[src/rtl/tcs_pkg.sv]
package tcs_pkg;
  typedef enum logic [2:0] {
    ST_IDLE,
    ST_ADDR,
    ST_DATA,
    ST_ACK,
    ST_SKIP
  } tcs_state_e;
endpackage

[src/rtl/tcs_sync.sv]
// Multi-stage synchronizer for a bundle of asynchronous lines; resets to
// the idle (high) bus level so no false condition is seen after reset.
module tcs_sync #(
  parameter int STAGES = 2,
  parameter int WIDTH  = 2
) (
  input  logic             clk,
  input  logic             rst_n,
  input  logic [WIDTH-1:0] d,
  output logic [WIDTH-1:0] q
);
  logic [STAGES-1:0][WIDTH-1:0] pipe;

  always_ff @(posedge clk or negedge rst_n) begin
    if (!rst_n) begin
      pipe <= '1;
    end else begin
      pipe[0] <= d;
      for (int s = 1; s < STAGES; s++) pipe[s] <= pipe[s-1];
    end
  end

  assign q = pipe[STAGES-1];
endmodule

[src/rtl/tcs_cond.sv]
// Edge and bus-condition detector on synchronized lines.
module tcs_cond (
  input  logic clk,
  input  logic rst_n,
  input  logic scl_s,
  input  logic sda_s,
  output logic scl_rise,
  output logic scl_fall,
  output logic start_det,
  output logic stop_det
);
  logic scl_p, sda_p;

  always_ff @(posedge clk or negedge rst_n) begin
    if (!rst_n) begin
      scl_p <= 1'b1;
      sda_p <= 1'b1;
    end else begin
      scl_p <= scl_s;
      sda_p <= sda_s;
    end
  end

  assign scl_rise  = scl_s & ~scl_p;
  assign scl_fall  = ~scl_s & scl_p;
  assign start_det = scl_s & scl_p & sda_p & ~sda_s;
  assign stop_det  = scl_s & scl_p & ~sda_p & sda_s;
endmodule

[src/rtl/tcs_shift.sv]
// MSB-first byte assembler with bit counter; flags the sample that
// completes a byte and presents the full byte combinationally.
module tcs_shift #(
  parameter int BW = 8
) (
  input  logic          clk,
  input  logic          rst_n,
  input  logic          clear,
  input  logic          sample,
  input  logic          bit_in,
  output logic          byte_done,
  output logic [BW-1:0] byte_full
);
  localparam int CW = $clog2(BW);

  logic [BW-2:0] sreg;
  logic [CW-1:0] cnt;

  assign byte_done = sample && (cnt == CW'(BW - 1));
  assign byte_full = {sreg, bit_in};

  always_ff @(posedge clk or negedge rst_n) begin
    if (!rst_n) begin
      sreg <= '0;
      cnt  <= '0;
    end else if (clear) begin
      cnt  <= '0;
    end else if (sample) begin
      sreg <= {sreg[BW-3:0], bit_in};
      cnt  <= byte_done ? '0 : cnt + CW'(1);
    end
  end
endmodule

[src/rtl/tcs_regs.sv]
// Tag-routed control words with presets and one-cycle load strobes

module tcs_regs #(
  parameter int          DW          = 7,
  parameter logic [DW-1:0] CHAN_PRESET = '0,
  parameter logic [DW-1:0] TEST_PRESET = '0
) (
  input  logic          clk,
  input  logic          rst_n,
  input  logic          commit,
  input  logic          tag,
  input  logic [DW-1:0] payload,
  output logic [DW-1:0] chan_q,
  output logic [DW-1:0] test_q,
  output logic          chan_upd,
  output logic          test_upd
);
  always_ff @(posedge clk or negedge rst_n) begin
    if (!rst_n) begin
      chan_q   <= CHAN_PRESET;
      test_q   <= TEST_PRESET;
      chan_upd <= 1'b0;
      test_upd <= 1'b0;
    end else begin
      chan_upd <= commit & tag;
      test_upd <= commit & ~tag;
      if (commit && tag)  chan_q <= payload;
      if (commit && !tag) test_q <= payload;
    end
  end
endmodule

[src/rtl/tuner_ctrl_slave.sv]
module tuner_ctrl_slave
  import tcs_pkg::*;
#(
  parameter int            DW          = 7,
  parameter int            SYNC_STAGES = 2,
  parameter logic [DW-1:0] DEV_ADDR    = DW'(7'b1100000),
  parameter logic [DW-1:0] CHAN_PRESET = DW'(7'b1000101),
  parameter logic [DW-1:0] TEST_PRESET = DW'(7'b0000000)
) (
  input  logic          clk,
  input  logic          rst_n,
  input  logic          scl_i,
  input  logic          sda_i,
  output logic          sda_oe,
  output logic [DW-1:0] chan_q,
  output logic [DW-1:0] test_q,
  output logic          chan_upd,
  output logic          test_upd
);
  localparam int BW = DW + 1;
  localparam logic [BW-1:0] WR_MATCH = {DEV_ADDR, 1'b0};

  tcs_state_e    state;
  logic          ack_pend;
  logic [1:0]    raw_lines, sync_lines;
  logic          scl_rise, scl_fall, start_det, stop_det;
  logic          sample, byte_done, commit, in_skip;
  logic [BW-1:0] byte_full;

  assign raw_lines = {scl_i, sda_i};

  tcs_sync #(.STAGES(SYNC_STAGES), .WIDTH(2)) u_sync (
    .clk(clk), .rst_n(rst_n), .d(raw_lines), .q(sync_lines)
  );

  tcs_cond u_cond (
    .clk(clk), .rst_n(rst_n),
    .scl_s(sync_lines[1]), .sda_s(sync_lines[0]),
    .scl_rise(scl_rise), .scl_fall(scl_fall),
    .start_det(start_det), .stop_det(stop_det)
  );

  // Bits are taken only while a byte of an open frame is expected.
  assign sample = scl_rise && (state == ST_ADDR || state == ST_DATA)
                  && !start_det && !stop_det;

  tcs_shift #(.BW(BW)) u_shift (
    .clk(clk), .rst_n(rst_n),
    .clear(start_det | stop_det),
    .sample(sample), .bit_in(sync_lines[0]),
    .byte_done(byte_done), .byte_full(byte_full)
  );

  // A data byte commits on its eighth sample; partial bytes never do.
  assign commit  = byte_done && (state == ST_DATA);
  assign in_skip = (state == ST_SKIP);

  tcs_regs #(.DW(DW), .CHAN_PRESET(CHAN_PRESET), .TEST_PRESET(TEST_PRESET)) u_regs (
    .clk(clk), .rst_n(rst_n),
    .commit(commit), .tag(byte_full[BW-1]), .payload(byte_full[DW-1:0]),
    .chan_q(chan_q), .test_q(test_q),
    .chan_upd(chan_upd), .test_upd(test_upd)
  );

  always_ff @(posedge clk or negedge rst_n) begin
    if (!rst_n) begin
      state    <= ST_IDLE;
      ack_pend <= 1'b0;
      sda_oe   <= 1'b0;
    end else if (start_det) begin
      state    <= ST_ADDR;
      ack_pend <= 1'b0;
      sda_oe   <= 1'b0;
    end else if (stop_det) begin
      state    <= ST_IDLE;
      ack_pend <= 1'b0;
      sda_oe   <= 1'b0;
    end else begin
      unique case (state)
        ST_ADDR: begin
          if (byte_done) begin
            if (byte_full == WR_MATCH) begin
              state    <= ST_ACK;
              ack_pend <= 1'b1;
            end else begin
              state    <= ST_SKIP;
            end
          end
        end
        ST_DATA: begin
          if (byte_done) begin
            state    <= ST_ACK;
            ack_pend <= 1'b1;
          end
        end
        ST_ACK: begin
          if (scl_fall) begin
            if (ack_pend) begin
              sda_oe   <= 1'b1;     // ninth clock begins
              ack_pend <= 1'b0;
            end else begin
              sda_oe   <= 1'b0;
              state    <= ST_DATA;
            end
          end
        end
        default: ;                  // ST_IDLE, ST_SKIP wait for a start
      endcase
    end
  end
endmodule

[config.mk]
export PLATFORM = sky130hd
export DESIGN_NAME = tuner_ctrl_slave
export DESIGN_NICKNAME = d
export VERILOG_FILES = /design/src/rtl/tcs_pkg.sv /design/src/rtl/tcs_sync.sv /design/src/rtl/tcs_cond.sv /design/src/rtl/tcs_shift.sv /design/src/rtl/tcs_regs.sv /design/src/rtl/tuner_ctrl_slave.sv
export SDC_FILE = /design/constraint.sdc
export NUM_CORES = 1
export LEC_CHECK = 0
export BUFFER_PORTS_ARGS = -buffer_cell sky130_fd_sc_hd__buf_2
export CORE_ASPECT_RATIO = 1.25
export CORE_UTILIZATION = 30
export CTS_BUF_LIST = sky130_fd_sc_hd__clkbuf_2
export DETAILED_ROUTE_END_ITERATION = 12
export HOLD_SLACK_MARGIN = 0.05
export SYNTH_ARGS = -nofsm -noshare
export SYNTH_HDL_FRONTEND = slang
export SYNTH_SLANG_ARGS = --single-unit
export TNS_END_PERCENT = 30
[constraint.sdc]
create_clock -name clk -period 2.1 [get_ports clk]
set_input_delay 0.42 -clock clk [delete_from_list [all_inputs] [get_ports clk]]
set_output_delay 0.42 -clock clk [all_outputs]
set_load 0.1 [all_outputs]
==> results.toml, run 1 <==
[run_status]
status = "finished clean"

[synthesis]
yosys_warnings = 0
syn-num-nets = 118
synth_cells = 112
yosys_register_bits = 37
mappedNetlistArea_um2 = 1580
seq_area_frac_synth_pct = 59.3
avgSynthCellArea_um2 = 14.1
ys_types = 35

[critical_path]
r2r_start = "u_shift.cnt[0]"
critPathBufInv = 0
crit_path_start_kind = "register"
cp.required_ps = 2350
crit_chain = "ha_1, ha_1, nand3b_4, nor3_2, nand2_1, mux2_2"
cpMostUsedCell = "ha_1"
cp-end-kind = "register"
path_delay_family = "simple AND/OR/NAND/NOR gates"
cp_max_fo = 8
critPathArrivalTime_ps = 2190
crit_path_top_delay_cell = "dfrtp_1"
crit_type = "register to register"
crit_start = "u_shift.cnt[0]"
critical_path.max_stage_delay_ps = 420

[detailed_routing]
wl_met1_um = 1270
dr.max_layer_used = "met4"
drc = 0
wl_per_cell_um = 14.4
wl_met2_um = 1470
dr.first_iter.drc_count = 17
routed-wl-met3_um = 77
dr.pass1.iters = 4
via_per_inst = 4.89
drt-total-wl_um = 2930
num_vias = 992
drtAntennaViolNets = 0

[global_routing]
grt-ovfl-total = 0
grt_max_degree = 38
grt_pass1_vias = 1062
grt_first_pass_wirelength_um = 5020
antenna_found_initial = 0
grt_use_total_pct = 12.4

[clock_network]
cts_root_buf = "clkbuf_2"
tritoncts = "built"
clock_sinks = 37
cts_setup_buffers = 0
ctsHoldBuffers = 0
cts-buffers-inserted = 5
clk_pin_slew_ps = 180
h-tree-depth = 2
cts_resized = 0
clock_path_buffers = 2
clock_latency_ps = 370

[placement]
placed_area_um2 = 1760
dp_hpwl_um = 2060
pre_cts_ws_ps = 208
place_inst = 195
port_buffers = 20
gp_congestion = 0.845

[sta]
hold_ws_ps = 103
maxSlewViolCount = 0
setup_tns_ps = 0
setup_viol = 0
max_slew_margin_pct = 47.4
fin_skew_ps = 24.6
worstMarginPinSlew_ps = 789
finalCritPeriodShare_pct = 92.6
hold_violations = 0
max_freq_ghz = 0.514
period_needed_ps = 1950
grt_setup_unrepaired = "false"
setup_ws_ps = 155

[pwr]
p_total_mw = 1.12
ir_worst_vdd_mv = 0.310
power-per-cell-area_nw_per_um2 = 624
p_leak_nw = 0.892

[floorplanning]
io_pins = 21
start_util_pct = 31.1
die_w_um = 66.9
rows = 29
dieArea_um2 = 5560
coreArea_um2 = 5080
fp.dieH_um = 83.1

[cells_and_area]
final_cell_area_um2 = 1800
final_common_cell = "dfrtp_1"
num-fill-cells = 524
n_antenna_cell = 0
nets = 146
layout_common_cells = "dfrtp_1 (28), mux2_2 (21), buf_2 (20), dfstp_2 (9), clkbuf_2 (7)"
syn2layout_area_growth_pct = 14.1
stdcell_count = 203
drive_gt1_share_pct = 46.1
final_core_util_pct = 35.5

[hold_path]
min_path_type = "input pin to asynchronous set/reset pin"

[run]
cap_violations = 0
## cells by family after synthesis
logic type / after synthesis / share of synthesized area [%]
xor+xnor: 1 / 0.554
flops: 37 / 59.3
compound gates: 15 / 6.26
simple gates: 32 / 15.4
mux: 22 / 15.6
buf+inv: 3 / 1.27
fa+ha+maj: 2 / 1.58
## Yosys cell counts
library cell | number | share of area (%)
nor4_4 | 1 | 1.3
dfrtp_1 | 28 | 44
nand2_1 | 5 | 1.2
ha_1 | 2 | 1.6
buf_2 | 1 | 0.32
a22o_1 | 1 | 0.55
buf_6 | 1 | 0.71
o2111ai_1 | 1 | 0.55
o21a_1 | 1 | 0.48
or4bb_1 | 2 | 1.4
mux2_2 | 21 | 15
nor3_1 | 1 | 0.32
a21oi_1 | 3 | 0.95
and4bb_2 | 1 | 0.79
dfstp_2 | 9 | 15
nand3b_1 | 1 | 0.48
or3_1 | 1 | 0.40
inv_1 | 1 | 0.24
a21boi_1 | 1 | 0.48
nand2b_1 | 6 | 2.4
xnor2_1 | 1 | 0.55
nor4_1 | 1 | 0.40
mux2i_1 | 1 | 0.63
a21boi_0 | 2 | 0.95
and2_1 | 1 | 0.40
nor3b_1 | 1 | 0.48
nor2_1 | 6 | 1.4
nor2b_1 | 1 | 0.40
and4b_1 | 1 | 0.63
nand3b_4 | 1 | 1.3
o32ai_1 | 1 | 0.55
o21ai_0 | 4 | 1.3
nor4b_4 | 1 | 1.5
o31ai_1 | 1 | 0.48
nor3_2 | 1 | 0.63
## flip-flops by register name (all words and copies together) (netlist names)
register	count
sda_oe	1
u_cond.scl_p	1
u_shift.sreg	7
u_cond.sda_p	1
u_regs.test_q	7
u_regs.chan_q	7
ack_pend	1
u_regs.test_upd	1
state	3
u_regs.chan_upd	1
u_sync.q	2
u_shift.cnt	3
u_sync.pipe	2
## final timing paths
path | endpoint | slack (ps) | cells after the start
worst min-delay path | u_regs.chan_upd | 100 | 1
worst max register to register | u_regs.chan_q[5] | 150 | 6
max in group asynchronous | u_shift.sreg[4] | 1470 | 1
worst min register to register | u_sync.q[1] | 370 | 0
min in group clk | u_sync.pipe[0] | 120 | 1
worst max-delay path | u_regs.chan_q[5] | 150 | 6
## metal layers
metal	vias up	track usage (%)
li1	462	-
met1	502	14.6
met2	18	19.3
met3	10	3.02
met4	0	8.70
met5	-	0
## layout make-up
type,count,area (um2),area share [%]
Inverter,1,3.75,0.208
Tap cell,62,77.6,4.30
Clock inverter,1,3.75,0.208
Sequential cell,37,937,52.0
Timing Repair Buffer,23,123,6.80
Clock buffer,7,35.0,1.94
Multi-Input combinational cell,72,623,34.6
## where the power goes
group / internal, mW / switching (mW)
Clock: 0.0894 / 0.216
Combinational: 0.0234 / 0.0338
Sequential: 0.738 / 0.0238
(Power assumes the default switching activity.)
==> run 2: changes to the inputs <==
- SYNTH_HIERARCHICAL: unset -> 1
==> run 2 against run 1 <==
  * Via count is 6.4% higher
  * Utilization increased by 4.8 points
  * Die area up 4.3%
  * Largest cell class unchanged
  * Sequential share of layout area down 7.1 points
  * Critical path depth up 2
  * Maximum frequency shrank 18%
  * The flow now finishes with violations (setup timing)
  * Global-route usage increased by 0.86 points
  * Clock power up 46%
  * Clock-buffer cell count fell by 2
  * Critical path type unchanged
  * Critical endpoint is now u_regs/test_q[4]
==> results.toml, run 2 <==
[sta]
setup_tns_ps = -5780
hold_violations = 0
grt_setup_unrepaired = "true"
maxSlewViolCount = 0
setup_ws_ps = -274
max_slew_margin_pct = 46.3
max_freq_ghz = 0.421
finalCritPeriodShare_pct = 113
worstMarginPinSlew_ps = 806
fin_skew_ps = 12.3
hold_ws_ps = 83.7
setup_viol = 24
period_needed_ps = 2370

[clock_network]
clock_path_buffers = 2
clk_pin_slew_ps = 210
cts_root_buf = "clkbuf_2"
tritoncts = "built"
h-tree-depth = 2
cts-buffers-inserted = 5
clock_sinks = 37
clock_latency_ps = 380

[detailed_routing]
via_per_inst = 4.80
drc = 0
num_vias = 1055
dr.pass1.iters = 7
drtAntennaViolNets = 0
dr.first_iter.drc_count = 34
drt-total-wl_um = 3460
wl_per_cell_um = 15.7

[cells_and_area]
n_antenna_cell = 0
layout_common_cells = "dfrtp_1 (28), buf_2 (20), buf_4 (15), mux2_4 (14), mux2_2 (10)"
final_common_cell = "dfrtp_1"
final_core_util_pct = 40.3
drive_gt1_share_pct = 58.9
stdcell_count = 220
syn2layout_area_growth_pct = 26.6
final_cell_area_um2 = 2090
reg.largest.list = "u_regs/chan_q (7), u_regs/test_q (7), u_shift/sreg (7)"
nets = 163

[synthesis]
synth_top_area_share_pct = 42.5
avgSynthCellArea_um2 = 14.5
synth_ff_type = "dfrtp_1"
synth_edf_count = 0
yosys.cell_count.top_type = "dfrtp_1"
yosys_register_bits = 37
syn-num-nets = 120
synthTopCellsByArea = "dfrtp_1 (42%), dfstp_2 (14%), mux2_4 (13%)"
yosys_warnings = 6
ys_types = 33
synth_cells = 114
mappedNetlistArea_um2 = 1650
synthArstFlopShare_pct = 100
synth_top_area_cell = "dfrtp_1"
seq_area_frac_synth_pct = 56.8
synth_common_cells = "dfrtp_1 (28), mux2_4 (14), mux2_2 (10)"

[floorplanning]
dieArea_um2 = 5800
start_util_pct = 31.8
die_w_um = 68.3
coreArea_um2 = 5190
io_pins = 21
fp.dieH_um = 84.9
rows = 29

[critical_path]
crit_type = "register to register"
crit_path_start_kind = "register"
cp_max_fo = 5
crit_start = "u_cond/sda_p"
rrSetupSlack_ps = -270
critPathArrivalTime_ps = 2660
critPathCapture = "u_regs/test_q[4]"
cp-end-kind = "register"
r2r-end = "u_regs/test_q[4]"
cp.required_ps = 2390
reg2regPathDepth = 8
r2r_start = "u_cond/sda_p"

[global_routing]
antenna_found_initial = 0
grt_max_degree = 38
grt_use_total_pct = 13.3
grt-ovfl-total = 0
grt_first_pass_wirelength_um = 5520
grt_pass1_vias = 1100

[run_status]
status = "complete, but fails checks"
violations = "setup timing"

[pwr]
clock_power_share_pct = 34.7
p_seq_share_pct = 58.5
power_switching_mw = 0.310
power-per-cell-area_nw_per_um2 = 618
p_int_mw = 0.982
switching_share_pct = 24.0
pwr-share-comb_pct = 6.8
ir_worst_vdd_mv = 0.190
p_total_mw = 1.29
p_leak_nw = 1.07

[placement]
pre_cts_ws_ps = -337
port_buffers = 20
dp_hpwl_um = 2300
placed_area_um2 = 1920
gp_congestion = 0.754
place_inst = 202

[hold_path]
min_path_type = "input pin to asynchronous set/reset pin"

[run]
cap_violations = 0
==> run 2: cell count changes after synthesis, moves of 3 or more <==
cell      change
nand2_1       -3
o21ai_0       -4
nor2b_1       +3
nand2b_1      -5
mux2_2       -11
buf_4         +3
mux2_4       +14
==> run 2: worst min-delay path by stage <==
stage,start,end,depth (start not counted)
6_report,rst_n,sda_oe,1
3_5_place_dp,u_sync/pipe[0],u_sync/q[0],0
3_3_place_gp,u_sync/pipe[1],u_sync/q[1],0
4_1_cts,scl_i,u_sync/pipe[1],1
2_1_floorplan,rst_n,ack_pend,0
5_1_grt,rst_n,sda_oe,1
==> run 2: timing repair <==
| action | 4_1_cts | 5_1_grt |
|---|---|---|
| endpoints found under the hold margin | 0 | 2 |
| hold buffers | 0 | 2 |
| resized for setup | 3 | 4 |
| setup endpoints to repair | 26 | 26 |
| buffers inserted | 4 | 4 |
| pin swaps | 3 | 1 |
==> run 2: kinds of logic after synthesis <==
group	count (synthesis)	share of synthesized area, %
flops	37	56.8
simple gates	30	12.5
mux	26	20.8
buf+inv	10	3.87
compound gates	8	4.02
fa+ha+maj	2	1.52
xor+xnor	1	0.531
==> run 2: power by group through the flow <==
stage | sequential [mW] | combinational (mW) | clock (mW)
final | 0.756 | 0.0879 | 0.448
after global routing | 0.759 | 0.0968 | 0.502
after floorplan | 0.760 | 0.0582 | 0
after global placement | 0.767 | 0.0770 | 0
after detailed placement | 0.768 | 0.0807 | 0
after CTS | 0.756 | 0.0848 | 0.465
==> run 2: layout make-up <==
cell class                      count  area (um2)
Clock inverter                      3        41.3
Clock buffer                        5        25.0
Sequential cell                    37         937
Timing Repair Buffer               43         309
Inverter                            3        11.3
Multi-Input combinational cell     67         688
Tap cell                           62        77.6
Fill cell                         503        3100
==> run 2: per-layer routing <==
layer / up-vias / share of wire [%] / wire, um / track usage, %
li1: 480 / - / - / -
met1: 555 / 41 / 1410 / 14.8
met2: 16 / 56 / 1940 / 22.5
met3: 4 / 2.4 / 82 / 4.44
met4: 0 / 0.72 / 25 / 5.49
met5: - / 0 / 0 / 0
==> run 2: critical path: stages, from the launching register on <==
cell	delay [ps]
dfstp_2	570
and4b_1	210
or2_4	260
nor4b_4	220
and2_4	190
nor3b_4	200
nor2b_4	190
buf_6	140
mux2_4	300
==> run 3: changes to the inputs <==
- clock period: 2.1 -> 2.13 ns (I/O delays scaled with it)
==> run 3 against run 2 <==
  * The flow still finishes with violations (setup timing)
  * Maximum frequency fell by 1.5%
  * Worst setup slack got worse by 5.3 ps
  * Wire length fell by 11%
  * Combinational power fell by 5.0%
  * Sequential cell count did not move
  * Utilization fell by 0.77 points
  * Clock power barely moved
  * Register-to-register slack barely moved
  * Die area did not move
  * Largest cell class unchanged
  * Highest routed layer unchanged
==> results.toml, run 3 (same netlist as run 2, synthesis figures left out) <==
[clock_network]
clock_latency_ps = 390
cts-buffers-inserted = 5
ctsHoldBuffers = 0
cts_root_buf = "clkbuf_2"
clock_sinks = 37
clock_path_buffers = 2
clk_pin_slew_ps = 200
h-tree-depth = 2
tritoncts = "built"

[critical_path]
cp-end-kind = "register"
crit_type = "register to register"
crit_path_start_kind = "register"
cp.required_ps = 2420
crit_start = "u_sync/q[0]"
cp_max_fo = 4
critPathArrivalTime_ps = 2700
r2r_start = "u_sync/q[0]"

[detailed_routing]
drc = 0
wl_per_cell_um = 14.3
drtAntennaViolNets = 0
dr.pass1.iters = 4
dr.first_iter.drc_count = 25
drt-total-wl_um = 3070
num_vias = 998
via_per_inst = 4.64

[floorplanning]
io_pins = 21
start_util_pct = 31.8
dieArea_um2 = 5800
rows = 29
die_w_um = 68.3
coreArea_um2 = 5190
fp.dieH_um = 84.9

[run_status]
violations = "setup timing"
status = "complete, but fails checks"

[sta]
grt_setup_unrepaired = "true"
finalCritPeriodShare_pct = 113
setup_ws_ps = -280
period_needed_ps = 2410
hold_ws_ps = 84.6
fin_skew_ps = 11.6
setup_viol = 25
max_freq_ghz = 0.415
max_slew_margin_pct = 47.1
worstMarginPinSlew_ps = 794
maxSlewViolCount = 0
hold_violations = 0

[placement]
gp_congestion = 0.757
port_buffers = 20
placed_area_um2 = 1910
place_inst = 201
dp_hpwl_um = 2240
pre_cts_ws_ps = -323

[global_routing]
grt_use_total_pct = 12.4
grt_pass1_vias = 1115
grt-ovfl-total = 0
grt_max_degree = 38
antenna_found_initial = 0
grt_first_pass_wirelength_um = 5260

[cells_and_area]
drive_gt1_share_pct = 58.8
n_antenna_cell = 0
layout_common_cells = "dfrtp_1 (28), buf_2 (20), mux2_4 (17), buf_4 (13), dfstp_2 (9)"
reg.largest.list = "u_regs/chan_q (7), u_regs/test_q (7), u_shift/sreg (7)"
nets = 158
final_common_cell = "dfrtp_1"
syn2layout_area_growth_pct = 24.2
stdcell_count = 215
final_cell_area_um2 = 2050

[run]
cap_violations = 0

[pwr]
p_leak_nw = 1.03
p_total_mw = 1.27
ir_worst_vdd_mv = 0.288
power-per-cell-area_nw_per_um2 = 622

[hold_path]
min_path_type = "input pin to asynchronous set/reset pin"
## run 3: cell type report
type                    instances  area [um2]
multi-input cells              67         692
clock buffers                   5        25.0
repair buffers                 38         263
clock inverters                 3        43.8
well taps                      62        77.6
inverters                       3        11.3
fillers                       500        3140
flip-flops and latches         37         937
## run 3: critical path, cell delays in order (launching register included)
cell,delay [ps]
dfstp_2,590
and4b_1,210
or2_4,250
nor4b_4,250
and2_4,210
buf_4,100
nand3b_1,100
nor2_1,130
a211o_1,170
mux2_4,310
## run 3: worst paths after layout
path / end / slack [ps] / depth (start not counted)
min in group clk: u_sync/pipe[0] / 110 / 1
max reg2reg: state[0] / -280 / 9
min: u_shift/cnt[2] / 80 / 1
max: state[0] / -280 / 9
max in group asynchronous: u_regs/chan_q[5] / 1550 / 1
min reg2reg: u_sync/q[1] / 370 / 0
## run 3: per-layer routing
metal / GRT usage (%) / vias up / part of all wire, %
li1: - / 472 / -
met1: 13.3 / 502 / 40
met2: 22.0 / 16 / 56
met3: 3.36 / 8 / 2.7
met4: 4.92 / 0 / 1.9
met5: 0 / - / 0
## run 3: what timing repair did
item                                    in CTS  in global routing
gates resized for setup                      3                  4
pin swaps                                    3                  2
buffers inserted                             4                  2
endpoints found under the setup margin      26                 26
## run 3: through the flow
stage                     TNS, ps  util, %
final                       -4890     39.5
after global routing        -7360     39.5
after CTS                   -4210     38.9
after detailed placement    -4620     36.8
after global placement      -3100     36.8
after floorplan             -8010        -
## run 3: where the power goes
part | internal [mW] | leakage (nW) | switching [mW]
sequential | 0.726 | 0.484 | 0.0190
combinational | 0.0451 | 0.507 | 0.0384
clock | 0.201 | 0.0433 | 0.245
